## src/rtl/symaddr_pkg.sv

```systemverilog
package symaddr_pkg;

  typedef enum logic [2:0] {
    ACT_LD_ISSUE = 3'd0,
    ACT_LD_COPY  = 3'd1,
    ACT_LD_FWD   = 3'd2,
    ACT_ST_ISSUE = 3'd3,
    ACT_ST_DROP  = 3'd4,
    ACT_IO_PASS  = 3'd5
  } act_e;

endpackage

```

## src/rtl/symaddr_cam.sv

```systemverilog
module symaddr_cam #(
  parameter int N_ENTRY = 8,
  parameter int PREG_W  = 7,
  parameter int OFF_W   = 64
) (
  input  logic [N_ENTRY-1:0]             e_valid,
  input  logic [N_ENTRY-1:0][PREG_W-1:0] e_base,
  input  logic [N_ENTRY-1:0][OFF_W-1:0]  e_off,
  input  logic [N_ENTRY-1:0][1:0]        e_size,
  input  logic [PREG_W-1:0]              q_base,
  input  logic [OFF_W-1:0]               q_off,
  input  logic [1:0]                     q_size,
  output logic [N_ENTRY-1:0]             addr_hit,
  output logic [N_ENTRY-1:0]             overlap,
  output logic [N_ENTRY-1:0]             other_base
);

  logic [OFF_W-1:0] q_end;
  assign q_end = q_off + (OFF_W'(1) << q_size);

  for (genvar g = 0; g < N_ENTRY; g++) begin : g_cmp
    logic             same_base;
    logic [OFF_W-1:0] e_end;
    assign same_base     = e_base[g] == q_base;
    assign e_end         = e_off[g] + (OFF_W'(1) << e_size[g]);
    assign addr_hit[g]   = e_valid[g] && same_base && (e_off[g] == q_off);
    assign overlap[g]    = e_valid[g] && same_base && (e_off[g] < q_end) && (q_off < e_end);
    assign other_base[g] = e_valid[g] && !same_base;
  end

endmodule

```

## src/rtl/symaddr_rr.sv

```systemverilog
module symaddr_rr #(
  parameter int N_ENTRY = 8,
  localparam int IDX_W  = (N_ENTRY > 1) ? $clog2(N_ENTRY) : 1
) (
  input  logic             clk,
  input  logic             rst_n,
  input  logic             adv,
  output logic [IDX_W-1:0] ptr
);

  always_ff @(posedge clk or negedge rst_n) begin
    if (!rst_n)
      ptr <= '0;
    else if (adv)
      ptr <= (ptr == IDX_W'(N_ENTRY - 1)) ? '0 : ptr + 1'b1;
  end

  // every allocation moves the victim pointer
  p_rr_step_r11: assert property (@(posedge clk) disable iff (!rst_n)
    (N_ENTRY > 1 && adv) |=> ptr != $past(ptr));

  // pointer only moves on an allocation
  p_rr_hold_r11: assert property (@(posedge clk) disable iff (!rst_n)
    !adv |=> $stable(ptr));

endmodule

```

## src/rtl/symaddr_entries.sv

```systemverilog
module symaddr_entries #(
  parameter int N_ENTRY = 8,
  parameter int PREG_W  = 7,
  parameter int OFF_W   = 64,
  parameter int DATA_W  = 64,
  localparam int IDX_W  = (N_ENTRY > 1) ? $clog2(N_ENTRY) : 1
) (
  input  logic                           clk,
  input  logic                           rst_n,
  input  logic [N_ENTRY-1:0]             inv_mask,
  input  logic                           wr_en,
  input  logic [IDX_W-1:0]               wr_idx,
  input  logic [PREG_W-1:0]              wr_base,
  input  logic [OFF_W-1:0]               wr_off,
  input  logic [1:0]                     wr_size,
  input  logic [PREG_W-1:0]              wr_tag,
  input  logic                           wr_known,
  input  logic [DATA_W-1:0]              wr_value,
  input  logic                           wr_from_st,
  input  logic                           redef_valid,
  input  logic [PREG_W-1:0]              redef_tag,
  output logic [N_ENTRY-1:0]             e_valid,
  output logic [N_ENTRY-1:0][PREG_W-1:0] e_base,
  output logic [N_ENTRY-1:0][OFF_W-1:0]  e_off,
  output logic [N_ENTRY-1:0][1:0]        e_size,
  output logic [N_ENTRY-1:0][PREG_W-1:0] e_tag,
  output logic [N_ENTRY-1:0]             e_known,
  output logic [N_ENTRY-1:0][DATA_W-1:0] e_value,
  output logic [N_ENTRY-1:0]             e_from_st
);

  logic [N_ENTRY-1:0]             n_valid;
  logic [N_ENTRY-1:0][PREG_W-1:0] n_base;
  logic [N_ENTRY-1:0][OFF_W-1:0]  n_off;
  logic [N_ENTRY-1:0][1:0]        n_size;
  logic [N_ENTRY-1:0][PREG_W-1:0] n_tag;
  logic [N_ENTRY-1:0]             n_known;
  logic [N_ENTRY-1:0][DATA_W-1:0] n_value;
  logic [N_ENTRY-1:0]             n_from_st;

  always_comb begin
    n_valid   = e_valid & ~inv_mask;
    n_base    = e_base;
    n_off     = e_off;
    n_size    = e_size;
    n_tag     = e_tag;
    n_known   = e_known;
    n_value   = e_value;
    n_from_st = e_from_st;
    if (wr_en) begin
      n_valid[wr_idx]   = 1'b1;
      n_base[wr_idx]    = wr_base;
      n_off[wr_idx]     = wr_off;
      n_size[wr_idx]    = wr_size;
      n_tag[wr_idx]     = wr_tag;
      n_known[wr_idx]   = wr_known;
      n_value[wr_idx]   = wr_value;
      n_from_st[wr_idx] = wr_from_st;
    end
    if (redef_valid) begin
      for (int i = 0; i < N_ENTRY; i++)
        if (n_base[i] == redef_tag || n_tag[i] == redef_tag)
          n_valid[i] = 1'b0;
    end
  end

  always_ff @(posedge clk or negedge rst_n) begin
    if (!rst_n)
      e_valid <= '0;
    else
      e_valid <= n_valid;
  end

  always_ff @(posedge clk) begin
    e_base    <= n_base;
    e_off     <= n_off;
    e_size    <= n_size;
    e_tag     <= n_tag;
    e_known   <= n_known;
    e_value   <= n_value;
    e_from_st <= n_from_st;
  end

  // checker state: last redefinition seen
  logic              seen_redef;
  logic [PREG_W-1:0] seen_tag;
  logic              stale_left;

  always_ff @(posedge clk or negedge rst_n) begin
    if (!rst_n) begin
      seen_redef <= 1'b0;
      seen_tag   <= '0;
    end else begin
      seen_redef <= redef_valid;
      seen_tag   <= redef_tag;
    end
  end

  always_comb begin
    stale_left = 1'b0;
    for (int i = 0; i < N_ENTRY; i++)
      if (e_valid[i] && (e_base[i] == seen_tag || e_tag[i] == seen_tag))
        stale_left = 1'b1;
  end

  // nothing keyed on a redefined register survives the strobe
  p_redef_clear_r8: assert property (@(posedge clk) disable iff (!rst_n)
    seen_redef |-> !stale_left);

  // a write that is not cancelled by a redefinition leaves its slot valid
  p_write_lands_r2: assert property (@(posedge clk) disable iff (!rst_n)
    (wr_en && !redef_valid) |=> e_valid[$past(wr_idx)]);

endmodule

```

## src/rtl/symaddr_mem_filter.sv

```systemverilog
module symaddr_mem_filter
  import symaddr_pkg::*;
#(
  parameter int N_ENTRY = 8,
  parameter int PREG_W  = 7,
  parameter int OFF_W   = 64,
  parameter int DATA_W  = 64
) (
  input  logic              clk,
  input  logic              rst_n,
  input  logic              in_valid,
  output logic              in_ready,
  input  logic              in_is_store,
  input  logic              in_is_io,
  input  logic [PREG_W-1:0] in_base,
  input  logic [OFF_W-1:0]  in_off,
  input  logic [1:0]        in_size,
  input  logic [PREG_W-1:0] in_tag,
  input  logic              in_known,
  input  logic [DATA_W-1:0] in_value,
  input  logic              redef_valid,
  input  logic [PREG_W-1:0] redef_tag,
  output logic              out_valid,
  input  logic              out_ready,
  output logic [2:0]        out_act,
  output logic              out_fb_valid,
  output logic [PREG_W-1:0] out_fb_dst,
  output logic [PREG_W-1:0] out_fb_src,
  output logic              out_fb_known,
  output logic [DATA_W-1:0] out_fb_value
);

  localparam int IDX_W = (N_ENTRY > 1) ? $clog2(N_ENTRY) : 1;

  logic [N_ENTRY-1:0]             e_valid;
  logic [N_ENTRY-1:0][PREG_W-1:0] e_base;
  logic [N_ENTRY-1:0][OFF_W-1:0]  e_off;
  logic [N_ENTRY-1:0][1:0]        e_size;
  logic [N_ENTRY-1:0][PREG_W-1:0] e_tag;
  logic [N_ENTRY-1:0]             e_known;
  logic [N_ENTRY-1:0][DATA_W-1:0] e_value;
  logic [N_ENTRY-1:0]             e_from_st;

  logic [N_ENTRY-1:0] addr_hit;
  logic [N_ENTRY-1:0] overlap;
  logic [N_ENTRY-1:0] other_base;

  logic [IDX_W-1:0]   rr_ptr;
  logic               rr_adv;
  logic [IDX_W-1:0]   hit_idx;
  logic               any_addr;
  logic               exact;
  logic               silent;
  logic               accept;

  logic               wr_en;
  logic [IDX_W-1:0]   wr_idx;
  logic [N_ENTRY-1:0] inv_mask;
  act_e               act_c;
  logic               fb_c;
  logic [PREG_W-1:0]  fb_dst_c;
  logic [PREG_W-1:0]  fb_src_c;
  logic               fb_kn_c;
  logic [DATA_W-1:0]  fb_val_c;

  assign in_ready = !out_valid || out_ready;
  assign accept   = in_valid && in_ready;

  symaddr_cam #(.N_ENTRY(N_ENTRY), .PREG_W(PREG_W), .OFF_W(OFF_W)) i_cam (
    .e_valid    (e_valid),
    .e_base     (e_base),
    .e_off      (e_off),
    .e_size     (e_size),
    .q_base     (in_base),
    .q_off      (in_off),
    .q_size     (in_size),
    .addr_hit   (addr_hit),
    .overlap    (overlap),
    .other_base (other_base)
  );

  symaddr_rr #(.N_ENTRY(N_ENTRY)) i_rr (
    .clk   (clk),
    .rst_n (rst_n),
    .adv   (rr_adv),
    .ptr   (rr_ptr)
  );

  symaddr_entries #(
    .N_ENTRY(N_ENTRY), .PREG_W(PREG_W), .OFF_W(OFF_W), .DATA_W(DATA_W)
  ) i_entries (
    .clk         (clk),
    .rst_n       (rst_n),
    .inv_mask    (inv_mask),
    .wr_en       (wr_en),
    .wr_idx      (wr_idx),
    .wr_base     (in_base),
    .wr_off      (in_off),
    .wr_size     (in_size),
    .wr_tag      (in_tag),
    .wr_known    (in_is_store && in_known),
    .wr_value    (in_is_store ? in_value : '0),
    .wr_from_st  (in_is_store),
    .redef_valid (redef_valid),
    .redef_tag   (redef_tag),
    .e_valid     (e_valid),
    .e_base      (e_base),
    .e_off       (e_off),
    .e_size      (e_size),
    .e_tag       (e_tag),
    .e_known     (e_known),
    .e_value     (e_value),
    .e_from_st   (e_from_st)
  );

  // lowest matching slot; at most one can match
  always_comb begin
    hit_idx = '0;
    for (int i = N_ENTRY - 1; i >= 0; i--)
      if (addr_hit[i]) hit_idx = IDX_W'(i);
  end

  assign any_addr = |addr_hit;
  assign exact    = any_addr && (e_size[hit_idx] == in_size);
  assign silent   = exact &&
                    ((e_known[hit_idx] && in_known && e_value[hit_idx] == in_value) ||
                     (e_tag[hit_idx] == in_tag));

  always_comb begin
    act_c    = ACT_IO_PASS;
    wr_en    = 1'b0;
    wr_idx   = rr_ptr;
    inv_mask = '0;
    rr_adv   = 1'b0;
    fb_c     = 1'b0;
    fb_dst_c = '0;
    fb_src_c = '0;
    fb_kn_c  = 1'b0;
    fb_val_c = '0;
    if (in_is_io) begin
      act_c = ACT_IO_PASS;
    end else if (!in_is_store) begin
      if (exact) begin
        act_c    = e_from_st[hit_idx] ? ACT_LD_FWD : ACT_LD_COPY;
        fb_c     = 1'b1;
        fb_dst_c = in_tag;
        fb_src_c = e_tag[hit_idx];
        fb_kn_c  = e_known[hit_idx];
        fb_val_c = e_value[hit_idx];
      end else begin
        act_c = ACT_LD_ISSUE;
        wr_en = 1'b1;
        if (any_addr) wr_idx = hit_idx;
        else          rr_adv = 1'b1;
      end
    end else if (silent) begin
      act_c = ACT_ST_DROP;
    end else begin
      act_c = ACT_ST_ISSUE;
      wr_en = 1'b1;
      if (|other_base) begin
        inv_mask = '1;
        rr_adv   = 1'b1;
      end else begin
        inv_mask = overlap;
        if (exact) wr_idx = hit_idx;
        else       rr_adv = 1'b1;
      end
    end
    if (!accept) begin
      wr_en    = 1'b0;
      inv_mask = '0;
      rr_adv   = 1'b0;
    end
  end

  always_ff @(posedge clk or negedge rst_n) begin
    if (!rst_n) begin
      out_valid    <= 1'b0;
      out_act      <= '0;
      out_fb_valid <= 1'b0;
      out_fb_dst   <= '0;
      out_fb_src   <= '0;
      out_fb_known <= 1'b0;
      out_fb_value <= '0;
    end else if (accept) begin
      out_valid    <= 1'b1;
      out_act      <= act_c;
      out_fb_valid <= fb_c;
      out_fb_dst   <= fb_dst_c;
      out_fb_src   <= fb_src_c;
      out_fb_known <= fb_kn_c;
      out_fb_value <= fb_val_c;
    end else if (out_ready) begin
      out_valid <= 1'b0;
    end
  end

  // the table never holds two entries for one symbolic address
  p_hit_unique_r3: assert property (@(posedge clk) disable iff (!rst_n)
    in_valid |-> $onehot0(addr_hit));

  // a stalled result holds
  p_hold_r1: assert property (@(posedge clk) disable iff (!rst_n)
    (out_valid && !out_ready) |=> (out_valid && $stable(out_act) &&
                                   $stable(out_fb_src) && $stable(out_fb_value)));

  // an I/O access leaves every entry as it was
  p_io_untouched_r6: assert property (@(posedge clk) disable iff (!rst_n)
    (accept && in_is_io && !redef_valid) |=> ($stable(e_valid) && $stable(rr_ptr)));

  // a dropped store leaves the table alone
  p_drop_nochange_r5: assert property (@(posedge clk) disable iff (!rst_n)
    (accept && act_c == ACT_ST_DROP && !redef_valid) |=> $stable(e_valid));

  // feedback travels only with copy or forward actions
  p_fb_kind_r10: assert property (@(posedge clk) disable iff (!rst_n)
    (out_valid && out_fb_valid) |-> (out_act == 3'd1 || out_act == 3'd2));

endmodule

```

## config.mk

```make
export PLATFORM = sky130hd
export DESIGN_NAME = symaddr_mem_filter
export DESIGN_NICKNAME = d
export VERILOG_FILES = /design/src/rtl/symaddr_pkg.sv /design/src/rtl/symaddr_cam.sv /design/src/rtl/symaddr_rr.sv /design/src/rtl/symaddr_entries.sv /design/src/rtl/symaddr_mem_filter.sv
export SDC_FILE = /design/constraint.sdc
export NUM_CORES = 2
export LEC_CHECK = 0
export BUFFER_PORTS_ARGS = -buffer_cell sky130_fd_sc_hd__buf_4
export CORE_MARGIN = 5
export CORE_UTILIZATION = 50
export CTS_BUF_LIST = sky130_fd_sc_hd__clkbuf_4 sky130_fd_sc_hd__clkbuf_8
export CTS_CLUSTER_DIAMETER = 60
export DETAILED_ROUTE_END_ITERATION = 16
export PLACE_DENSITY = 0.67
export SKIP_CTS_REPAIR_TIMING = 1
export SYNTH_ARGS = -nofsm -noshare
export SYNTH_HDL_FRONTEND = slang
export SYNTH_HIERARCHICAL = 1
export SYNTH_SLANG_ARGS = --single-unit
export TNS_END_PERCENT = 10
```

## constraint.sdc

```tcl
create_clock -name clk -period 13 [get_ports clk]
set_input_delay 0.65 -clock clk [delete_from_list [all_inputs] [get_ports clk]]
set_output_delay 0.65 -clock clk [all_outputs]
set_load 0.03 [all_outputs]
```

==> run metrics <==
cell accounting for the most synthesized area=edfxtp_1; ranking of synthesized cells by area=edfxtp_1 (36%), ha_1 (15%), xor2_1 (6.5%); drt wl/cell=32.1 um; initial antenna violation count=24; status=complete, no violations; Fillers=14900; Critical Path AT=11.29 ns; Placed Area=93100 um2; post-synthesis sequential area ratio=0.414; Peak VDD IR=0.000116 V; root buffer cell=clkbuf_8; Clock transition at path regs=0.06 ns; vias=73900; Post-synth ARST share=0.0752; Final Non-Filler Cells=11200; most common cell after layout, fill and taps aside=edfxtp_1; CTS H-Tree Depth=4; I/O pin cnt=244; antenna-violating nets left=0; worst skew pair latency=1.04 ns; setup TNS=0 ns; syn_nets=9498; share of layout cells above drive strength 1=0.115; post-synthesis cell area=87700 um2; die area=184000 um2; chip width=429 um; post-layout net count=9877; vias in the first global route=71300; Synth top area share=0.362; clk sink count=1263; CTS tree=yes; row count=153; Ys Warns=6; largest net degree at the start of global routing=107; DRC marker count from the first detailed-route iteration=8630; syn avg cell area=10.6 um2; Hold Fails Final Rpt=0; Hold Slack=0.0665 ns; core footprint=174000 um2; grt met3 use=0.0911; Final min period=10.59 ns; Design Area, Final=98300 um2; DRT Wirelength=360000 um; first-pass GRT wire length=509000 um; final setup vio count=0; # Max-Cap Violations=0; total CTS buffers=221; total gr overflow=0; final worst slack=2.41 ns; fin crit share=0.815; Distinct cells, synth=118; PortBufs=243; most frequent cells in the layout=edfxtp_1 (1056), ha_1 (1038), nand2_1 (725); crit path max fanout=76; Placed Cells=10700; HPWL Detailed=260000 um; CP Data Required Time=13.70 ns; Setup WS pre-CTS=2.33 ns; Pwr Density=115 nW/um2; GR Util met2=0.588; drt drc=0; Hold Crit Class=input port to flop; fin. max-slew vios=0; RSZ-0062 raised after global routing=false; GPL Wtd Cong=1.10; clock skew=0.0764 ns; Layout area overhead=12.1%; Rel. slew slack=0.0586; nature of the critical path startpoint=input port; TritonRoute pass-1 iters=8; vias per cell=6.59; Synth Register Bits=1263; Slew @ Worst Pin=1.41 ns; GRT Util Overall=0.378; Cells after Synth=8292; fmax=94.4 MHz; Die Y=429 um; GR peak layer=met2; CP Class=input port to flop; top_reg_cell synth=edfxtp_1; clock tree buffer depth=3; global routing usage on met1=0.452; EDFF count, synth=1056; CP Capture Type=flop; Leak=37.5 nW; starting density of the core=0.503
==> per-stage QoR <==
step                power [mW]  utilization
CTS                       11.2        0.562
detailed placement        7.19        0.535
global route              11.7        0.564
global placement          7.13        0.534
floorplan                 6.32            -
finish                    11.3        0.565
==> per-layer routing <==
metal  vias up  share of wire
met3      1361           0.10
li1      32000              -
met2      4571           0.44
met4         8          0.097
met1     35900           0.36
met5         -        0.00016
==> where the power goes <==
part | internal (mW) | switching [mW] | leakage, nW
Sequential | 4.74 | 0.324 | 11.8
Combinational | 0.800 | 1.34 | 23.1
Clock | 2.19 | 1.89 | 2.53
Total | 7.73 | 3.56 | 37.5
==> final timing paths <==
check | end | start | cells after the start | slack [ns]
setup reg to reg | i_entries/e_value[39] | i_entries/e_base[53] | 21 | 2.54
min in group asynchronous | out_fb_value[45] | rst_n | 2 | 0.18
setup / recovery | i_entries/e_value[39] | in_base[2] | 23 | 2.41
max in group asynchronous | i_entries/e_valid[0] | rst_n | 3 | 11.39
hold reg to reg | i_entries/e_base[5] | i_entries/e_base[5] | 2 | 0.48
hold / removal | i_entries/e_off[120] | in_off[56] | 1 | 0.07
==> cell families after synthesis <==
group / share of synthesized area
xor gates and xnor gates: 0.124
adders and majority gates: 0.151
muxes: 0.0194
buffers and inverters: 0.0244
DFF: 0.414
AOI/OAI and AO/OA: 0.113
and+or+nand+nor: 0.154
==> flip-flops by register name, indices dropped and copies added, names as in the netlist <==
name and flops:
i_entries/e_off 512, i_entries/e_value 512, out_fb_value 64, i_entries/e_base 56, i_entries/e_tag 56, i_entries/e_size 16, i_entries/e_from_st 8, i_entries/e_known 8
i_entries/e_valid 8, out_fb_dst 7, out_fb_src 7, i_rr/ptr 3, out_act 3, out_fb_known 1, out_fb_valid 1, out_valid 1
==> synth_stat cells, types with 15 or more instances <==
cell and n:
and3_1 129, a211oi_1 88, o2111ai_1 58, buf_1 37, inv_1 194, o22ai_1 37
or4_1 16, mux2i_1 70, ha_1 1038, nor3_1 146, or2_2 25, a21o_1 167
and2_1 95, dfxtp_1 112, and4_1 43, xor2_1 652, mux2_2 53, nand4_1 385
o211ai_1 40, nor2_1 414, o2111a_1 15, xnor2_1 592, o21a_1 41, nand2b_1 47
dfrtp_1 95, nand3_1 284, clkbuf_1 146, nand2_1 728, or3_1 20, a221oi_1 34
a2111oi_0 43, buf_2 91, nor2b_1 90, o221ai_1 72, o21bai_1 24, edfxtp_1 1056
o21ai_0 309, a21oi_1 330, nor4_1 149, a22o_1 46
==> area by class of cell <==
type | instances | area, um2 | area share
multi-input combinational | 6528 | 49700 | 0.505
sequential | 1263 | 36300 | 0.369
timing repair buffer | 457 | 3730 | 0.0379
clock buffer | 285 | 3590 | 0.0365
tap | 2325 | 2910 | 0.0296
clock inverter | 131 | 1260 | 0.0128
inverter | 200 | 796 | 0.00809
antenna | 18 | 45.0 | 0.000458
==> worst max-delay path, stage by stage <==
cell and delay, ns:
dlygate4sd3_1 0.55, buf_4 0.30, xnor2_1 0.17, nand4_1 0.11, nor4_1 0.47, nand2_1 0.80
nor4_2 1.32, and2b_1 0.70, o211a_4 0.81, buf_4 0.48, mux2_2 0.40, o221ai_2 0.20
xor2_1 0.22, nor4b_1 0.64, o2111ai_1 0.19, nor4b_2 0.42, nand4_4 0.30, a21oi_2 0.27
mux2_1 0.44, or4b_1 0.50, buf_4 0.23, inv_8 0.55, buf_4 0.36
(Power assumes the default switching activity.)
